$ cat config.mk
export PLATFORM = sky130hd
export DESIGN_NAME = shadow_seg_decoder
export DESIGN_NICKNAME = d
export VERILOG_FILES = /design/src/rtl/shadow_pkg.sv /design/src/rtl/shadow_ctrl_regs.sv /design/src/rtl/shadow_seg_map.sv /design/src/rtl/shadow_seg_decoder.sv
export SDC_FILE = /design/constraint.sdc
export NUM_CORES = 1
export LEC_CHECK = 0
export BUFFER_PORTS_ARGS = -buffer_cell sky130_fd_sc_hd__buf_2
export CAP_MARGIN = 20
export CORE_MARGIN = 2
export CORE_UTILIZATION = 51
export DETAILED_ROUTE_END_ITERATION = 10
export PLACE_DENSITY = 0.79
export SLEW_MARGIN = 10
export SYNTH_ARGS = -nofsm -noshare
export SYNTH_HDL_FRONTEND = slang
export SYNTH_HIERARCHICAL = 1
export SYNTH_SLANG_ARGS = --single-unit
$ cat constraint.sdc
create_clock -name clk -period 2.8 [get_ports clk]
set_clock_uncertainty 0.15 [all_clocks]
set_input_delay 0.56 -clock clk [delete_from_list [all_inputs] [get_ports clk]]
set_output_delay 0.56 -clock clk [all_outputs]
set_load 0.005 [all_outputs]
$ cat src/rtl/shadow_pkg.sv
package shadow_pkg;
  localparam int unsigned CFG_W       = 8;
  localparam int unsigned NUM_CTRL    = 4;
  localparam int unsigned SEG_PER_REG = 4;
  localparam int unsigned NUM_SEG     = 12;
  localparam int unsigned ACC_W       = 20;
  localparam int unsigned PAGE_LSB    = 14;
  localparam int unsigned PAGE_W      = ACC_W - PAGE_LSB;
  localparam int unsigned RD_OFFSET   = 4;
  localparam int unsigned TOP_WR_BIT  = 0;
  localparam int unsigned TOP_RD_BIT  = 1;
  localparam int unsigned TOP_REG     = 0;
  localparam logic [CFG_W-1:0] CTRL_BASE = 8'h44;
  localparam logic [CFG_W-1:0] TOP_MASK  = 8'hCB;

  typedef logic [NUM_CTRL-1:0][CFG_W-1:0] ctrl_bank_t;

  // register slot (0 = base address) that governs a 16 KiB segment
  function automatic int unsigned ctrl_slot(input int unsigned seg);
    return (seg / SEG_PER_REG) ^ (NUM_CTRL - 1);
  endfunction

  function automatic int unsigned wr_bit(input int unsigned seg);
    return seg % SEG_PER_REG;
  endfunction

  function automatic int unsigned rd_bit(input int unsigned seg);
    return (seg % SEG_PER_REG) + RD_OFFSET;
  endfunction

  // storage mask applied to a register slot
  function automatic logic [CFG_W-1:0] slot_mask(input int unsigned slot);
    return (slot == TOP_REG) ? TOP_MASK : {CFG_W{1'b1}};
  endfunction
endpackage

$ cat src/rtl/shadow_ctrl_regs.sv
module shadow_ctrl_regs
  import shadow_pkg::*;
(
  input  logic             clk,
  input  logic             rst_n,
  input  logic [CFG_W-1:0] cfg_addr,
  input  logic [CFG_W-1:0] cfg_wdata,
  input  logic             cfg_we,
  output ctrl_bank_t       bank,
  output logic [CFG_W-1:0] cfg_rdata
);
  logic [NUM_CTRL-1:0] slot_hit;

  for (genvar g = 0; g < NUM_CTRL; g++) begin : g_slot
    localparam logic [CFG_W-1:0] SLOT_ADDR = CTRL_BASE + CFG_W'(g);
    localparam logic [CFG_W-1:0] SLOT_MASK = slot_mask(g);
    assign slot_hit[g] = (cfg_addr == SLOT_ADDR);

    always_ff @(posedge clk) begin
      if (!rst_n) begin
        bank[g] <= '0;
      end else if (cfg_we && slot_hit[g]) begin
        bank[g] <= cfg_wdata & SLOT_MASK;
      end
    end
  end

  always_comb begin
    cfg_rdata = '0;
    for (int i = 0; i < NUM_CTRL; i++) begin
      if (slot_hit[i]) cfg_rdata = cfg_rdata | bank[i];
    end
  end
endmodule

$ cat src/rtl/shadow_seg_map.sv
module shadow_seg_map
  import shadow_pkg::*;
(
  input  ctrl_bank_t        bank,
  input  logic [PAGE_W-1:0] acc_page,
  input  logic              acc_write,
  output logic              in_range,
  output logic              top_hit,
  output logic              acc_internal
);
  localparam int unsigned IDX_W   = PAGE_W - 2;
  localparam int unsigned VEC_LEN = 1 << IDX_W;

  logic [NUM_SEG-1:0] seg_wr_en;
  logic [NUM_SEG-1:0] seg_rd_en;
  logic [VEC_LEN-1:0] wr_vec;
  logic [VEC_LEN-1:0] rd_vec;
  logic [IDX_W-1:0]   seg_idx;
  logic               seg_sel;
  logic               top_sel;

  for (genvar g = 0; g < NUM_SEG; g++) begin : g_seg
    localparam int unsigned SLOT = ctrl_slot(g);
    localparam int unsigned WB   = wr_bit(g);
    localparam int unsigned RB   = rd_bit(g);
    assign seg_wr_en[g] = bank[SLOT][WB];
    assign seg_rd_en[g] = bank[SLOT][RB];
  end

  assign wr_vec  = {{(VEC_LEN-NUM_SEG){1'b0}}, seg_wr_en};
  assign rd_vec  = {{(VEC_LEN-NUM_SEG){1'b0}}, seg_rd_en};
  assign seg_idx = acc_page[IDX_W-1:0];

  assign in_range = &acc_page[PAGE_W-1:PAGE_W-2];
  assign top_hit  = in_range && (&acc_page[IDX_W-1:IDX_W-2]);

  assign seg_sel = acc_write ? wr_vec[seg_idx] : rd_vec[seg_idx];
  assign top_sel = acc_write ? bank[TOP_REG][TOP_WR_BIT] : bank[TOP_REG][TOP_RD_BIT];

  assign acc_internal = in_range && (top_hit ? top_sel : seg_sel);
endmodule

$ cat src/rtl/shadow_seg_decoder.sv
module shadow_seg_decoder
  import shadow_pkg::*;
(
  input  logic             clk,
  input  logic             rst_n,
  input  logic [7:0]       cfg_addr,
  input  logic [7:0]       cfg_wdata,
  input  logic             cfg_we,
  output logic [7:0]       cfg_rdata,
  input  logic [19:0]      acc_addr,
  input  logic             acc_write,
  output logic             acc_in_range,
  output logic             acc_internal
);
  ctrl_bank_t        cfg_bank;
  logic              top_hit;
  logic [PAGE_W-1:0] acc_page;
  logic              unused_low;

  assign acc_page   = acc_addr[ACC_W-1:PAGE_LSB];
  assign unused_low = ^acc_addr[PAGE_LSB-1:0];

  shadow_ctrl_regs u_regs (
    .clk       (clk),
    .rst_n     (rst_n),
    .cfg_addr  (cfg_addr),
    .cfg_wdata (cfg_wdata),
    .cfg_we    (cfg_we),
    .bank      (cfg_bank),
    .cfg_rdata (cfg_rdata)
  );

  shadow_seg_map u_map (
    .bank         (cfg_bank),
    .acc_page     (acc_page),
    .acc_write    (acc_write),
    .in_range     (acc_in_range),
    .top_hit      (top_hit),
    .acc_internal (acc_internal)
  );
endmodule

==> run summary, run 1 <==
Counting the fill cells in the layout gives 262. The run gives 2 as the number of H-tree branching levels. The routed length on met2 was 1850 um; the average footprint of a synthesized cell was 10.5 um2. The first global-routing pass estimated 6020 um of wire. For this run the aggregate overflow at the end of global routing stands at 0. Adding up every negative setup slack in the final design gives 0 ns. The worst setup path is launched from an input port. The ratio of cells with drive above 1 in the final layout works out to 33.7%. The max-slew violation count was 0. Count of input and output buffers: 35.

Post-CTS timing repair inserted 0 buffers for setup. The number of placed instances, taps included, is 227. The clock sink count was 29; the placed wire-length estimate after detailed placement was 2770 um. The run gives 0.853 as the global placer's final weighted congestion. The core outline area was 3050 um2. The critical hold path startpoint was u_regs/bank[3]. Entering global routing, the biggest net connects 38 pins.

The net count of the finished layout was 230. Setup repair after global routing left no endpoint under its margin. For the wire length on met1, the log shows 1580 um. The headroom to the max-slew limit is 59.1%.

After detailed routing, no signal wire sits above met4. 0 antenna diodes ended up in the layout. The worst hold path class was reg2reg.

For the worst-skew pair, the clock arrives at the later sink with an insertion delay of 0.32 ns. The longest clock path from root to sink contains 2 buffers. Cells fill 62.0% of the core in the end. The number of hold buffers added after CTS was 0. The worst register-to-register path ends at u_regs/bank[8]. Across every metal layer, demand over resource in global routing totals 23.2%. Register with the highest flop count: u_regs/bank. The area enclosed by the die boundary came out at 3660 um2. The maximum fanout along the worst path came out at 7.

IR analysis of the VDD net gives a maximum drop of 301 uV. The smallest clock period supported by the final layout is computed as 2.71 ns. The largest registers in the layout are u_regs/bank x29. The worst hold path was traced through 2 stages. The slack of the worst reg-to-reg path was 1.92 ns. The clock tree root driver cell was clkbuf_4. The critical path arrival is 2.00 ns. The combined area of all synthesized cells came out at 1630 um2.

The run finished with clean final reports. The detailed-route vias per instance works out to 5.69. Compared with the post-synthesis result, the final layout area differs by 16.4%. Max-cap violations in this run came to 0. Registers take 581 um2. During synthesis, Yosys emitted a total of 6 warnings. The share of the cycle needed by the critical path after routing works out to 96.7%. Setup violations remaining at the end of the flow were counted as 0. The run gives 0 as the number of hold violations in the final report. For the number of global-route vias before repair, the log shows 1300. For the total length of routed wires, the log shows 3820 um.

The via count came out at 1332. The run gives 0.0934 ns as the final worst-path setup slack. Data on the critical path is required at its endpoint by 2.09 ns.

The critical path is of the in2out type. The vertical die dimension was 60.5 um. Summed over all cells, the static leakage comes to 1.00 nW. STA classifies the critical path endpoint as a primary output. In the final routed layout, each cell accounts on average for 16.3 um. The worst hold path terminates at u_regs/bank[3]. In this run the horizontal extent of the chip is 60.5 um. Counting every instance in the synthesized netlist gives 155. In this run the power density over the cells is 390 nW/um2. Wire segments on met3 add up to 283 um in the final route.

In this run the worst setup path begins at acc_addr[15]. The tools report the final instance count without filler cells as 234. The count of nets left with antenna violations once routing finished came out at 0. The logs give 50 for the number of ports placed on the die boundary and 20 for the number of placement rows. After clock tree synthesis, the clock-pin slew on the worst setup and hold paths is 0.09 ns.

For this run, the detailed router's first-pass iteration total came to 4. The depth of the most critical reg-to-reg path was 2; the minimum setup slack after placement was -0.0135 ns. For the starting density of the core, the log shows 53.3%. The run gives 115 as the violation count after the first detailed-routing iteration. The multi-input combinational cells in the finished layout cover a total of 1010 um2. TritonCTS built the clock tree. The startpoint identified for the worst register-to-register timing path is u_regs/bank[8].

The net count after synthesis is 195. The flip-flop count of the largest register after layout was 29. For the pin with the worst max-slew slack, the measured transition is 0.614 ns. The number of CTS-inserted buffers came out at 5. The DRC violation count after routing is 0, and the initial antenna violation count is 0. Highest clock frequency the design can meet: 369 MHz.
==> layout make-up <==
type	count	area share, %
clock buffers	7	2.91
inverters	1	0.198
multi-input cells	116	53.1
flip-flops and latches	29	30.7
well taps	44	2.91
repair buffers	37	10.2
==> cell usage in the layout (no fill, tap or decap) <==
cell type  instances
a22oi_1            3
a31oi_1            1
and2_1             2
and3_2             5
buf_2             34
buf_4              3
clkbuf_1           1
clkbuf_4           5
clkbuf_8           1
dfxtp_1           29
inv_1              1
mux2_2             5
mux2i_1           32
mux4_1             5
mux4_2             5
nand2_1           40
nand3_1            1
nand4_2            4
nor2_1             5
nor2b_1            3
nor3_1             1
nor4b_1            1
nor4b_4            1
nor4bb_1           1
o311ai_2           1
==> metrics by stage <==
| step | hold slack (ns) | power (mW) | cell area, um2 |
|---|---|---|---|
| 2_1_floorplan | 0.286 | 0.464 | 1630 |
| 6_report | 0.319 | 0.737 | 1890 |
| 3_5_place_dp | 0.304 | 0.493 | 1830 |
| 5_1_grt | 0.358 | 0.772 | 1890 |
| 4_1_cts | 0.315 | 0.742 | 1890 |
| 3_3_place_gp | 0.296 | 0.490 | 1830 |
==> worst max path at each step <==
stage                    to  slack (ns)  cells after the start
3_5_place_dp   acc_internal       -0.01                      6
5_1_grt        acc_internal        0.04                      6
6_report       acc_internal        0.09                      6
4_1_cts        acc_internal        0.04                      6
2_1_floorplan  acc_internal        0.35                      5
3_3_place_gp   acc_internal        0.08                      6
==> critical path, cell delays in order <==
cell	delay [ns]
buf_4	0.14
mux4_1	0.57
mux2_2	0.30
o311ai_2	0.23
a31oi_1	0.07
buf_2	0.13
==> routing by layer <==
layer	global-route usage (%)	vias up
met4	11.2	0
met1	28.1	619
met3	6.61	11
met5	0	-
met2	38.0	62
li1	-	640
==> where the power goes <==
part           leakage, nW  internal, mW  switching (mW)
logic                0.737        0.0305          0.0412
clock network       0.0314         0.118           0.135
registers            0.233         0.412        0.000390
==> what timing repair did <==
| item | 4_1_cts | 5_1_grt |
|---|---|---|
| gates resized for setup | 1 | 1 |
| setup endpoints to repair | 1 | 1 |
| pin swaps | 0 | 0 |
Note: power is estimated with default switching activity, not from simulation.
==> run 2: changes to the inputs <==
Settings changed: CORE_UTILIZATION 51 to 46, PLACE_DENSITY 0.79 to 0.76, SYNTH_HIERARCHICAL 1 to default.
Clock period 2.8 ns to 2.4 ns, I/O delays scaled along.
==> run summary, run 2 <==
Among all flip-flop cells after synthesis, the most frequent one is dfxtp_1. The per-cell routed wire length works out to 16.0 um (-2.2%). Register with the highest flop count: u_regs.bank. TritonCTS built the clock tree. The count of antenna diodes in the layout was 0 (unchanged); the detailed-route vias per instance was 5.53 (-2.8%).

In this run, synthesis inferred 0 flip-flops with an integrated enable. The total length of routed wires was 3850 um (+0.76%); the flip-flop count of the largest register after layout was 29 (unchanged). After synthesis, the netlist uses 25 different library cells.

Clock transition at the registers of the reported paths: 0.08 ns (about the same). The run gives 0 (unchanged) as the post-CTS setup buffer count. The pin count of the biggest net entering global routing is 38 (unchanged), and the number of CTS-inserted buffers is 5 (unchanged). The run gives 0 ns (unchanged) as the final setup TNS.

The run gives 20.6% (-2.5 points) as the overall global routing resource usage. The final critical path time including I/O delays and setup came out at 2.34 ns. The final worst-path setup slack was 0.0623 ns (-0.0311 ns); the post-synthesis to final-layout area growth was 19.0%.

In this run the worst hold path is classified as in2reg. The DRC violation count after routing is 0 (unchanged), and the via count is 1333 (+0.075%). The tools report the minimum setup slack after placement as 0.0738 ns (+0.0873 ns). Setup repair after global routing left no endpoint under its margin. The logs give 3390 um2 (+11%) for the core outline area and 1.71 ns (-0.29 ns) for the critical path arrival.

The overall overflow remaining after global route came out at 0 (unchanged). The highest clock frequency the design can meet was 428 MHz; the combined area of all synthesized cells was 1640 um2 (+0.77%). The most common cell after layout, fill and taps aside was buf_2. Max-slew violation count: 0 (unchanged).

The area enclosed by the die boundary came out at 4060 um2 (+11%). The die span in x works out to 63.7 um (+5.3%). The number of H-tree branching levels came out at 2 (unchanged). Kind of critical path: in2out. Sequential elements use 35.4% of the synthesized area. The tools report the total iterations of the first detailed-routing run as 4 (unchanged). In this run, synthesis produced a sequential element count of 29. STA classifies the critical path endpoint as a primary output.

The logs give 29 (unchanged) for the clock sink count and 0.892 nW (-11%) for the leakage power total. The count of input and output buffers works out to 35 (unchanged). The vertical die dimension is 63.7 um (+5.3%). The most frequently used cell type in the post-synthesis netlist is mux2i_1. After layout, the worst path uses 97.4% of the clock period. Total placed instance area: 1900 um2 (+3.7%). Ranked by instance count, the synthesized netlist is headed by mux2i_1, dfxtp_1, nand2_1, nor2b_1, mux4_2.

The logs give 0 (unchanged) for the number of antenna-violating nets in the routed design and 6240 um (+3.7%) for the wire length of the first global-routing pass. CTS placed an instance of clkbuf_4 at the clock tree root. The total number of yosys warnings is 0 (-6).

Summed over all instances, the cell type with the most area after synthesis is dfxtp_1. The number of ports placed on the die boundary was 50 (unchanged); the number of standard cells after synthesis was 154 (-0.65%). For the post-route cell area, the log shows 1950 um2 (+3.0%). The flow ran to the end, and the final reports show no timing, DRC or antenna violations.

The ratio of cells with drive above 1 in the final layout was 36.4% (+2.7 points). The logs give 0 (unchanged) for the number of failing setup endpoints in the final timing report and 241 (+3.0%) for the final instance count without filler cells. The net count after synthesis came out at 194 (-0.51%). The maximum buffer depth of the clock tree is 2 (unchanged), and the total placed cells including tap cells is 234 (+3.1%). The average footprint of a synthesized cell came out at 10.6 um2 (+1.4%).

The maximum resistive drop on vdd was 212 uV (-30%). The worst setup path is launched from an input port. The logs give 0.32 ns (about the same) for the worst-skew pair later-pin latency and 48.4% (-4.9 points) for the starting density of the core. The violation count after the first detailed-routing iteration was 33 (-71%). The run gives 3000 um (+8.3%) as the placed wire-length estimate after detailed placement. By area the synthesized netlist is led by dfxtp_1, mux2i_1, mux4_2. Net count of the finished layout: 235 (+2.2%).

The number of placement rows is 21 (+5.0%), and the actual slew at the worst max-slew pin is 0.562 ns (-0.0520 ns). The run gives 1374 (+5.7%) as the number of global-route vias before repair. For the final-layout worst hold slack, the log shows 0.269 ns (-0.0502 ns).

In the final layout, the registers with the most flip-flops are u_regs.bank x29. The run gives 0 (unchanged) as the max capacitance violation total. The number of buffers added to fix hold violations after cts was 0 (unchanged). The run gives 0.820 (-3.9%) as the global placer's final weighted congestion. For the critical path required time, the log shows 1.77 ns (-0.32 ns). The maximum fanout along the worst path was 6 (-1). For the initial antenna violation count, the log shows 0 (unchanged). The logs give 0 (-1) for the post-cts resize count and 62.5% (+3.5 points) for the headroom to the max-slew limit. In the layout the commonest cells are buf_2, mux2i_1, dfxtp_1. The number of hold violations in the final report is 0 (unchanged).

The ratio of total power to cell area was 444 nW/um2 (+14%). In the synthesized netlist the async set-or-reset flop fraction comes to 0%. The share of the synthesized area in the top cell type came out at 35.4%.
## run 2: cell families after synthesis
family,Yosys count,share of synthesized area [%]
compound gates,6,2.44
simple gates,62,22.8
buf+inv,12,3.13
mux,45,36.2
flops,29,35.4
## run 2: stage by stage
step	total power [mW]	utilization [%]
global route	0.904	57.5
floorplan	0.541	-
global placement	0.577	55.9
detailed placement	0.580	55.9
CTS	0.876	57.5
finish	0.867	57.5
## run 2: final timing paths
path / from / end / slack (ns) / cells past startpoint
max: acc_addr[14] / acc_internal / 0.06 / 6
min: cfg_wdata[2] / u_regs.bank[18] / 0.27 / 3
max reg2reg: u_regs.bank[23] / u_regs.bank[23] / 1.56 / 2
min reg2reg: u_regs.bank[7] / u_regs.bank[7] / 0.31 / 2
## run 2: worst max-delay path, cell delays in order
cell and delay [ns]:
buf_2 0.16, mux4_2 0.53, mux2i_1 0.18, nor3_1 0.06
o21a_1 0.17, buf_2 0.12
## run 2: layout make-up
cell class	instances	area (um2)
Fill cell	297	1440
Timing Repair Buffer	44	243
Tap cell	46	57.6
Inverter	2	7.51
Sequential cell	29	581
Multi-Input combinational cell	113	1010
Clock buffer	7	55.1
## run 2: power by group
| group | leakage (nW) | internal [mW] | switching [mW] |
|---|---|---|---|
| combinational | 0.627 | 0.0390 | 0.0480 |
| clock | 0.0314 | 0.138 | 0.160 |
| sequential | 0.233 | 0.481 | 0.000491 |
## run 2: metal layers
layer	vias to the layer above	GRT usage [%]	routed length [um]	part of all wire [%]
met2	53	36.1	2020	53
met4	0	10.9	60	1.6
met1	639	22.9	1520	39
met3	7	5.18	246	6.4
li1	634	-	-	-
met5	-	0	0	0
==> run 3: changes to the inputs <==
Settings changed: CORE_ASPECT_RATIO from default to 0.6.
==> run summary, run 3 (same netlist as run 2, synthesis figures left out) <==
The total iterations of the first detailed-routing run is 4 (unchanged), and the post-cts resize count is 0 (unchanged). The number of ports placed on the die boundary came out at 50 (unchanged). The number of placement rows is 16 (-24%), and the overall overflow remaining after global route is 0 (unchanged).

The worst setup path is launched from an input port. For the leakage power total, the log shows 0.883 nW (-1.0%). The fraction of power spent switching nets works out to 23.8% (-0.26 points).

The detailed-route vias per instance was 5.57 (+0.70%); the total length of routed wires was 4080 um (+6.0%). The tools report the max-slew violation count as 0 (unchanged). The number of H-tree branching levels was 2 (unchanged). Relative contribution of sequential cells to total power: 50.7% (-4.9 points). The flow ran to the end, and the final reports show no timing, DRC or antenna violations. The count of input and output buffers is 35 (unchanged). The run gives 0 (unchanged) as the count of antenna diodes in the layout. The maximum resistive drop on vdd was 379 uV (+79%).

The tools report the met1 layer usage reported by global route as 28.9% (+6.1 points). The actual slew at the worst max-slew pin was 0.557 ns (-0.00495 ns); the placed wire-length estimate after detailed placement was 3110 um (+3.7%). The logs give 4070 um2 (+0.39%) for the area enclosed by the die boundary and 35.0% (-1.1 points) for the met2 capacity usage during global routing. The tools report the final worst-path setup slack as 0.0599 ns (-0.00244 ns). The maximum buffer depth of the clock tree was 2 (unchanged); the clock transition at the registers of the reported paths was 0.06 ns (-0.02 ns). The maximum fanout along the worst path came out at 6 (unchanged). Relative to the synthesized area, the layout overhead comes to 18.6%.

For the starting density of the core, the log shows 49.3% (+0.96 points). For the DRC violation count after routing, the log shows 0 (unchanged). The net count of the finished layout is 231 (-1.7%), and the wire length of the first global-routing pass is 6470 um (+3.7%).

The vertical die dimension came out at 50.2 um (-21%). Global placer's final weighted congestion: 0.843 (+2.9%). In the layout the commonest cells are buf_2, mux2i_1, dfxtp_1.

The critical path goes through buf_2 > mux4_2 > a21oi_1 > nand4_1 > o21a_1 > buf_2. Overall global routing resource usage: 22.5% (+1.9 points). The via count came out at 1320 (-0.98%). For the initial antenna violation count, the log shows 0 (unchanged). The share of the cycle needed by the critical path after routing works out to 97.5% (+0.10 points). The tools report the internal cell power as 0.725 mW (+10%). TritonCTS built the clock tree. The final setup TNS was 0 ns (unchanged).

The min-delay analysis places its worst path in the category in2reg. The tools report the clock tree root driver cell as clkbuf_8. The logs give 38 (unchanged) for the pin count of the biggest net entering global routing and 29 (unchanged) for the clock sink count.

The minimum setup slack after placement is 0.0853 ns (+0.0115 ns), and the number of hold violations in the final report is 0 (unchanged). The tools report the number of failing setup endpoints in the final timing report as 0 (unchanged). The library cell used most frequently in the layout, excluding fill and tap cells, is buf_2.

The number of global-route vias before repair is 1257 (-8.5%), and the combined area of the multi-input logic cells is 1010 um2 (unchanged). Highest clock frequency the design can meet: 427 MHz (-0.10%). The die span in x is 81.1 um (+27%), and the delay of the slowest critical-path stage is 0.52 ns (about the same).

Core outline area: 3320 um2 (-2.0%). Number of CTS-inserted buffers: 5 (unchanged). Critical path required time: 1.77 ns (about the same). Max capacitance violation total: 0 (unchanged).

For the post-CTS setup buffer count, the log shows 0 (unchanged). The largest registers in the layout are u_regs.bank x29. The layer carrying the most global-route usage was met2. The tools report the violation count after the first detailed-routing iteration as 74 (+120%). The per-cell routed wire length works out to 17.2 um (+7.7%).

The critical path arrival was 1.71 ns (about the same); the fill cell instance count of the final layout was 315 (+6.1%). Ratio of total power to cell area: 490 nW/um2 (+10%). The run gives 8.27% (+3.1 points) as the fraction of met3 tracks used by global routing. The flip-flop count of the largest register after layout is 29 (unchanged). The tools report the relative contribution of combinational cells to total power as 9.1% (-0.9 points). The ratio of cells with drive above 1 in the final layout is 34.4% (-2.0 points), and the worst-skew pair later-pin latency is 0.28 ns (-0.04 ns). The worst setup path is captured at a primary output. Clock network fraction of design power: 40.2% (+5.8 points). The switching power summed over all nets was 0.227 mW (+8.6%). The run gives 58.5% (+0.96 points) as the end-of-flow core utilization.

For this design, the slowest cell found on the critical path is mux4_2. The final critical path time including I/O delays and setup was 2.34 ns (+0.00244 ns). The run gives 62.9% (+0.33 points) as the headroom to the max-slew limit. The cell occurring most often along the worst timing path is buf_2.

Kind of critical path: in2out. Ranked by flip-flop count, first place goes to u_regs.bank. Setup repair after global routing left no endpoint under its margin. The number of antenna-violating nets in the routed design is 0 (unchanged), and the number of buffers added to fix hold violations after cts is 0 (unchanged). The run gives 581 um2 (unchanged) as the area taken by flip-flops and latches.
-- run 3: changes by cell type in the layout (fill, tap and decap cells not counted) --
cell and delta:
clkbuf_1 +2, clkbuf_4 -5, clkbuf_8 +4, buf_4 -4
-- run 3: path summary, 6_finish.rpt --
| check | start | endpoint | slack (ns) | depth (start not counted) |
|---|---|---|---|---|
| worst max-delay path | acc_addr[15] | acc_internal | 0.06 | 6 |
| worst min-delay path | cfg_wdata[2] | u_regs.bank[18] | 0.31 | 3 |
| worst max register to register | u_regs.bank[16] | u_regs.bank[16] | 1.59 | 2 |
| worst min register to register | u_regs.bank[3] | u_regs.bank[3] | 0.32 | 2 |
-- run 3: metal layers --
metal / share of wire [%] / up-vias
met5: 0 / -
met4: 1.8 / 0
met3: 7.4 / 10
met2: 46 / 49
met1: 45 / 631
li1: - / 630
-- run 3: power by group through the flow --
stage | Clock (mW) | Combinational [mW] | Sequential [mW]
5_1_grt | 0.412 | 0.0943 | 0.482
3_5_place_dp | 0 | 0.0860 | 0.493
2_1_floorplan | 0 | 0.0485 | 0.493
4_1_cts | 0.388 | 0.0864 | 0.483
6_report | 0.382 | 0.0869 | 0.483
3_3_place_gp | 0 | 0.0824 | 0.493
-- run 3: critical path: cells and delay by family --
family	cells	cell delay, ns
AOI/OAI and AO/OA	2	0.29
buffers and inverters	2	0.32
muxes	1	0.52
and+or+nand+nor	1	0.10
-- run 3: cell type report --
type,instances,share of cell area [%]
tap,45,2.90
inverter,2,0.386
sequential,29,29.9
multi-input combinational,113,51.8
timing repair buffer,40,10.9
clock buffer,8,4.12
-- run 3: stage by stage --
step / cells / area (um2) / hold slack, ns / total power [mW]
floorplan: 154 / 1640 / 0.282 / 0.541
global placement: 229 / 1860 / 0.289 / 0.575
detailed placement: 229 / 1860 / 0.304 / 0.579
CTS: 237 / 1940 / 0.311 / 0.957
global route: 237 / 1940 / 0.318 / 0.989
finish: 237 / 1940 / 0.312 / 0.952
